$ cat config.mk
export PLATFORM = sky130hd
export DESIGN_NAME = out_ep_bank_ctrl
export DESIGN_NICKNAME = d
export VERILOG_FILES = /design/src/rtl/out_ep_pkg.sv /design/src/rtl/out_ep_ring_ptr.sv /design/src/rtl/out_ep_bank_slot.sv /design/src/rtl/out_ep_rx_flag.sv /design/src/rtl/out_ep_bank_ctrl.sv
export SDC_FILE = /design/constraint.sdc
export NUM_CORES = 1
export LEC_CHECK = 0
export BUFFER_PORTS_ARGS = -buffer_cell sky130_fd_sc_hd__buf_2
export CAP_MARGIN = 20
export CORE_ASPECT_RATIO = 0.75
export CORE_MARGIN = 10
export CORE_UTILIZATION = 30
export CTS_CLUSTER_DIAMETER = 100
export DETAILED_ROUTE_END_ITERATION = 6
export PLACE_DENSITY = 0.62
export SYNTH_ARGS = -nofsm -noshare
export SYNTH_HDL_FRONTEND = slang
export SYNTH_SLANG_ARGS = --single-unit
$ cat constraint.sdc
create_clock -name clk_i -period 2.2 [get_ports clk_i]
set_input_delay 0.11 -clock clk_i [delete_from_list [all_inputs] [get_ports clk_i]]
set_output_delay 0.11 -clock clk_i [all_outputs]
set_load 0.005 [all_outputs]
$ cat src/rtl/out_ep_pkg.sv
package out_ep_pkg;
  typedef enum logic {
    HS_NAK = 1'b0,
    HS_ACK = 1'b1
  } hs_kind_e;

  typedef struct packed {
    logic valid;
    hs_kind_e kind;
  } hs_t;
endpackage

$ cat src/rtl/out_ep_ring_ptr.sv
module out_ep_ring_ptr #(
  parameter int NBANK = 2,
  localparam int PW = (NBANK > 1) ? $clog2(NBANK) : 1
) (
  input  logic          clk_i,
  input  logic          rst_ni,
  input  logic          multi_i,
  input  logic          step_i,
  output logic [PW-1:0] ptr_o,
  output logic [PW-1:0] ptr_nxt_o
);
  localparam logic [PW-1:0] LAST = PW'(NBANK - 1);

  logic [PW-1:0] ptr_q;

  always_comb begin
    if (!multi_i || ptr_q >= LAST) ptr_nxt_o = '0;
    else                           ptr_nxt_o = ptr_q + 1'b1;
  end

  always_ff @(posedge clk_i or negedge rst_ni) begin
    if (!rst_ni)     ptr_q <= '0;
    else if (step_i) ptr_q <= ptr_nxt_o;
  end

  assign ptr_o = ptr_q;

  a_r11_single_stays_zero: assert property (@(posedge clk_i) disable iff (!rst_ni)
    (step_i && !multi_i) |=> (ptr_q == '0));
endmodule

$ cat src/rtl/out_ep_bank_slot.sv
module out_ep_bank_slot #(
  parameter int CNT_W = 10
) (
  input  logic             clk_i,
  input  logic             rst_ni,
  input  logic             fill_i,
  input  logic             free_i,
  input  logic [CNT_W-1:0] len_i,
  output logic             busy_o,
  output logic [CNT_W-1:0] cnt_o
);
  logic             busy_q;
  logic [CNT_W-1:0] cnt_q;

  always_ff @(posedge clk_i or negedge rst_ni) begin
    if (!rst_ni) begin
      busy_q <= 1'b0;
      cnt_q  <= '0;
    end else begin
      if (fill_i) begin
        busy_q <= 1'b1;
        cnt_q  <= len_i;
      end else if (free_i) begin
        busy_q <= 1'b0;
      end
    end
  end

  assign busy_o = busy_q;
  assign cnt_o  = cnt_q;

  // fill targets a free slot only, release a busy one only
  a_r1_fill_only_free: assert property (@(posedge clk_i) disable iff (!rst_ni)
    fill_i |-> !busy_q);
  a_r4_free_only_busy: assert property (@(posedge clk_i) disable iff (!rst_ni)
    free_i |-> busy_q);
  a_r8_cnt_held: assert property (@(posedge clk_i) disable iff (!rst_ni)
    !fill_i |=> $stable(cnt_q));
endmodule

$ cat src/rtl/out_ep_rx_flag.sv
module out_ep_rx_flag (
  input  logic clk_i,
  input  logic rst_ni,
  input  logic set_i,
  input  logic clr_i,
  input  logic en_i,
  output logic flag_o,
  output logic irq_o
);
  logic flag_q;

  always_ff @(posedge clk_i or negedge rst_ni) begin
    if (!rst_ni)     flag_q <= 1'b0;
    else if (set_i)  flag_q <= 1'b1;
    else if (clr_i)  flag_q <= 1'b0;
  end

  assign flag_o = flag_q;
  assign irq_o  = flag_q & en_i;

  a_r3_clear_works: assert property (@(posedge clk_i) disable iff (!rst_ni)
    (clr_i && !set_i) |=> !flag_q);
  a_r3_set_wins: assert property (@(posedge clk_i) disable iff (!rst_ni)
    set_i |=> flag_q);
endmodule

$ cat src/rtl/out_ep_bank_ctrl.sv
module out_ep_bank_ctrl
  import out_ep_pkg::*;
#(
  parameter int NBANK = 2,
  parameter int CNT_W = 10,
  localparam int PW = (NBANK > 1) ? $clog2(NBANK) : 1
) (
  input  logic             clk_i,
  input  logic             rst_ni,
  input  logic             multi_bank_i,
  input  logic             pkt_end_i,
  input  logic             pkt_err_i,
  input  logic [CNT_W-1:0] pkt_len_i,
  input  logic             fw_flag_clr_i,
  input  logic             fw_release_i,
  input  logic             irq_en_i,
  output logic             hs_valid_o,
  output logic             hs_ack_o,
  output logic [PW-1:0]    wr_bank_o,
  output logic [PW-1:0]    rd_bank_o,
  output logic             bank_busy_o,
  output logic [CNT_W-1:0] byte_cnt_o,
  output logic             rx_flag_o,
  output logic             irq_o
);
  logic [PW-1:0]    rx_ptr, fw_ptr, rx_ptr_nxt, fw_ptr_nxt;
  logic [NBANK-1:0] busy_vec, fill_vec, free_vec, busy_nxt;
  logic [CNT_W-1:0] cnt_arr [NBANK];
  logic             good_pkt, accept, rel_eff, relook, flag_set;
  hs_t              hs_q;

  assign good_pkt = pkt_end_i & ~pkt_err_i;
  assign accept   = good_pkt & ~busy_vec[rx_ptr];
  assign rel_eff  = fw_release_i & busy_vec[fw_ptr];

  for (genvar b = 0; b < NBANK; b++) begin : g_bank
    assign fill_vec[b] = accept  && (rx_ptr == PW'(b));
    assign free_vec[b] = rel_eff && (fw_ptr == PW'(b));
    assign busy_nxt[b] = (busy_vec[b] | fill_vec[b]) & ~free_vec[b];

    out_ep_bank_slot #(.CNT_W(CNT_W)) u_slot (
      .clk_i  (clk_i),
      .rst_ni (rst_ni),
      .fill_i (fill_vec[b]),
      .free_i (free_vec[b]),
      .len_i  (pkt_len_i),
      .busy_o (busy_vec[b]),
      .cnt_o  (cnt_arr[b])
    );
  end

  out_ep_ring_ptr #(.NBANK(NBANK)) u_rx_ptr (
    .clk_i     (clk_i),
    .rst_ni    (rst_ni),
    .multi_i   (multi_bank_i),
    .step_i    (accept),
    .ptr_o     (rx_ptr),
    .ptr_nxt_o (rx_ptr_nxt)
  );

  out_ep_ring_ptr #(.NBANK(NBANK)) u_fw_ptr (
    .clk_i     (clk_i),
    .rst_ni    (rst_ni),
    .multi_i   (multi_bank_i),
    .step_i    (rel_eff),
    .ptr_o     (fw_ptr),
    .ptr_nxt_o (fw_ptr_nxt)
  );

  // release onto an already full bank re-raises the flag
  assign relook   = rel_eff & busy_nxt[fw_ptr_nxt];
  assign flag_set = accept | relook;

  out_ep_rx_flag u_flag (
    .clk_i  (clk_i),
    .rst_ni (rst_ni),
    .set_i  (flag_set),
    .clr_i  (fw_flag_clr_i),
    .en_i   (irq_en_i),
    .flag_o (rx_flag_o),
    .irq_o  (irq_o)
  );

  always_ff @(posedge clk_i or negedge rst_ni) begin
    if (!rst_ni) begin
      hs_q <= '{valid: 1'b0, kind: HS_NAK};
    end else begin
      hs_q.valid <= good_pkt;
      hs_q.kind  <= accept ? HS_ACK : HS_NAK;
    end
  end

  assign hs_valid_o  = hs_q.valid;
  assign hs_ack_o    = hs_q.valid & (hs_q.kind == HS_ACK);
  assign wr_bank_o   = rx_ptr;
  assign rd_bank_o   = fw_ptr;
  assign bank_busy_o = busy_vec[fw_ptr];
  assign byte_cnt_o  = cnt_arr[fw_ptr];

  a_r1_busy_raises_flag: assert property (@(posedge clk_i) disable iff (!rst_ni)
    (|(busy_vec & ~$past(busy_vec))) |-> rx_flag_o);
  a_r3_clear_keeps_banks: assert property (@(posedge clk_i) disable iff (!rst_ni)
    (fw_flag_clr_i && !fw_release_i && !pkt_end_i) |=>
      ($stable(busy_vec) && $stable(rx_ptr) && $stable(fw_ptr)));
  a_r5_nak_when_busy: assert property (@(posedge clk_i) disable iff (!rst_ni)
    (good_pkt && busy_vec[rx_ptr]) |=> (hs_valid_o && !hs_ack_o));
  a_r7_error_silent: assert property (@(posedge clk_i) disable iff (!rst_ni)
    (pkt_end_i && pkt_err_i && !fw_release_i) |=> (!hs_valid_o && $stable(busy_vec)));
  a_r6_ack_moves_rx: assert property (@(posedge clk_i) disable iff (!rst_ni)
    (accept && multi_bank_i) |=> (rx_ptr != $past(rx_ptr)));
endmodule

==> metrics.yaml <==
status:
  status: "completed"
timing:
  min_period_over_period_pct: 78.4
  rsz0062_at_grt: "no"
  skew_ps: 5.38
  setup_tns_ps: 0
  drv_slew: 0
  setup_violations: 0
  maxSlewHeadroom_pct: 56.3
  fin_crit_ps: 1730
  hold_viol: 0
  fin_ws_ps: 475
  tightest_slew_ps: 655
  fmax_mhz: 580
worst_setup_path:
  crit_slowest_cell: "dfrtp_1"
  worstReg2RegStart: "u_fw_ptr.ptr_o"
  worstReg2RegEnd: "u_flag.flag_o"
  crit_chain: "mux2_2 -> buf_2"
  crit_type: "flip-flop to primary output"
  worstPathArrival_ps: 1620
  worstSetupEndpointType: "primary output"
  rrSetupSlack_ps: 700
  max_stage_delay_ps: 770
  reg2regPathDepth: 3
  crit_path_start_kind: "flip-flop"
  critical_path.max_fanout: 18
  worstPathRequired_ps: 2090
routing:
  wl_um: 2700
  route.detailed.drc: 0
  vias_per_cell: 4.39
  dr.first_iter.drc_count: 46
  firstDrtPassIters: 4
  ant_nets: 0
  wl_per_cell_um: 15.1
  num_vias: 786
placement:
  preCtsSetupSlack_ps: 716
  dpl.cell_count: 174
  port_buffers: 34
  placed_area_um2: 1510
  gp_congestion: 0.775
  dpl.hpwl_um: 2070
logic_synthesis:
  yosysTopAreaCell: "dfrtp_1"
  synth_ff_type: "dfrtp_1"
  ys_ff_latch: 27
  synthDistinctLibCells: 22
  synth_top_area_share_pct: 51.9
  syn_area_um2: 1300
  synth_nets: 105
  synth_enable_flop_cells: 0
  synthTopCellsByArea: "dfrtp_1 52%, mux2_4 20%, mux2_2 12%"
  synth.avg_cell_area_um2: 15.0
  syn_inst: 87
  ys.warnings.count: 0
  synthMostInstantiatedCell: "dfrtp_1"
  ys_seq_area_share_pct: 51.9
  synth_commonest_cells: "27 x dfrtp_1, 17 x mux2_4, 14 x mux2_2, 4 x inv_1, 3 x a31oi_1"
  async_flop_share_pct: 100
floorplan:
  core-area_um2: 4130
  start_util_pct: 31.5
  num_io_pins: 35
  chipHeight_um: 77.1
  num_rows: 20
  dieArea_um2: 7400
  die_x_um: 96.1
layout:
  fillers: 395
  area_growth_pct: 20.4
  final_nets: 143
  drive_gt1_share_pct: 60.5
  diodes: 0
  final_area_um2: 1570
  final_cells: 179
grt:
  grt_start_max_net_pins: 28
  grt.busiest_layer: "met2"
  grt_usage_pct: 7.81
  grt_first_pass_wirelength_um: 4560
  grt.overflow.total: 0
  antenna_found_initial: 0
  grtUsageMet1_pct: 9.23
  grt_pass1_vias: 909
  grtUsageMet2_pct: 12.8
  grt_util_met3_pct: 3.50
power:
  ir_drop_uv: 658
  p_leak_nw: 0.765
  powerDensity_nw_per_um2: 1340
  p_total_w: 0.00210
hold_path:
  hold_path.class: "input port to flip-flop"
  hold_start: "pkt_err_i"
  hold_path_depth: 2
  whs_endpoint: "hs_valid_o"
job:
  drv_cap: 0
clocking:
  cts_inserted_buffers: 3
  h-tree-depth: 1
  clk_path_buf_depth: 2
  cts_tree: "built"
  root_buffer: "clkbuf_8"
  clock_sinks: 27
  clkTransAtPathRegs_ps: 90
  clk_latency_ps: 270
  cts_setup_buffers: 0
## flip-flops by register name (all words and copies together) (netlist names)
name,cells
hs_valid_o,1
g_bank.u_slot.busy_o,2
g_bank.u_slot.cnt_o,20
u_flag.flag_o,1
u_rx_ptr.ptr_o,1
hs_q,1
u_fw_ptr.ptr_o,1
## metal layers
metal  part of all wire [%]  wire [µm]  up-vias
met2                     51       1370       18
met5                      0          0        -
met3                    6.3        171        2
met1                     43       1150      383
met4                   0.26          7        0
li1                       -          -      383
## cell type report
class | count | area, µm² | share of cell area (%)
Clock buffer | 3 | 41.3 | 2.63
Clock inverter | 1 | 5.00 | 0.319
Inverter | 4 | 15.0 | 0.958
Multi-Input combinational cell | 52 | 567 | 36.2
Sequential cell | 27 | 676 | 43.1
Tap cell | 55 | 68.8 | 4.39
Timing Repair Buffer | 37 | 195 | 12.5
## where the power goes
group	internal, W	switching [W]
Combinational	0.000597	0.000294
Clock	0.000127	0.000151
Sequential	0.000730	0.000204
Total	0.00145	0.000649
## critical path, delay by kind of cell, from the launching register on
kind                   cells  cell delay [ps]
flip-flops                 1              770
buffers and inverters      1              140
multiplexers               1              430
## cell usage in the layout, fill, tap and decap left out, types with 3 or more instances in the layout
cell type,synthesis,final
a31oi_1,3,3
clkbuf_8,0,3
inv_1,4,4
buf_2,2,34
mux2_4,17,17
dfrtp_1,27,27
mux2_2,14,14
## per-stage QoR
step / util [%] / hold WS [ps]
after floorplan: - / -186
after global placement: 36.6 / 142
after detailed placement: 36.6 / 159
after CTS: 38.0 / 54.7
after global routing: 38.0 / 49.2
final: 38.0 / 64.4
## how the worst max path moves through the flow
stage                            startpoint  cells past startpoint                         to  slack, ps
floorplan           g_bank[0].u_slot.busy_o                      3  g_bank[0].u_slot.cnt_o[0]        820
global placement             u_fw_ptr.ptr_o                      3              u_flag.flag_o        750
detailed placement           u_fw_ptr.ptr_o                      3              u_flag.flag_o        720
CTS                          u_fw_ptr.ptr_o                      2                bank_busy_o        450
global route                 u_fw_ptr.ptr_o                      2                bank_busy_o        350
finish                       u_fw_ptr.ptr_o                      2                bank_busy_o        470
## timing repair
action	CTS	global route
hold buffers	1	0
resized for setup	0	0
hold endpoints to repair	27	0
## cell families (layout without fill, tap and decap cells)
logic type / after synthesis / after routing / synth area share, %
compound gates: 9 / 9 / 5.09
buf+inv: 8 / 45 / 4.61
flops: 27 / 27 / 51.9
mux: 31 / 31 / 31.7
simple gates: 12 / 12 / 6.72
(Power assumes the default switching activity.)
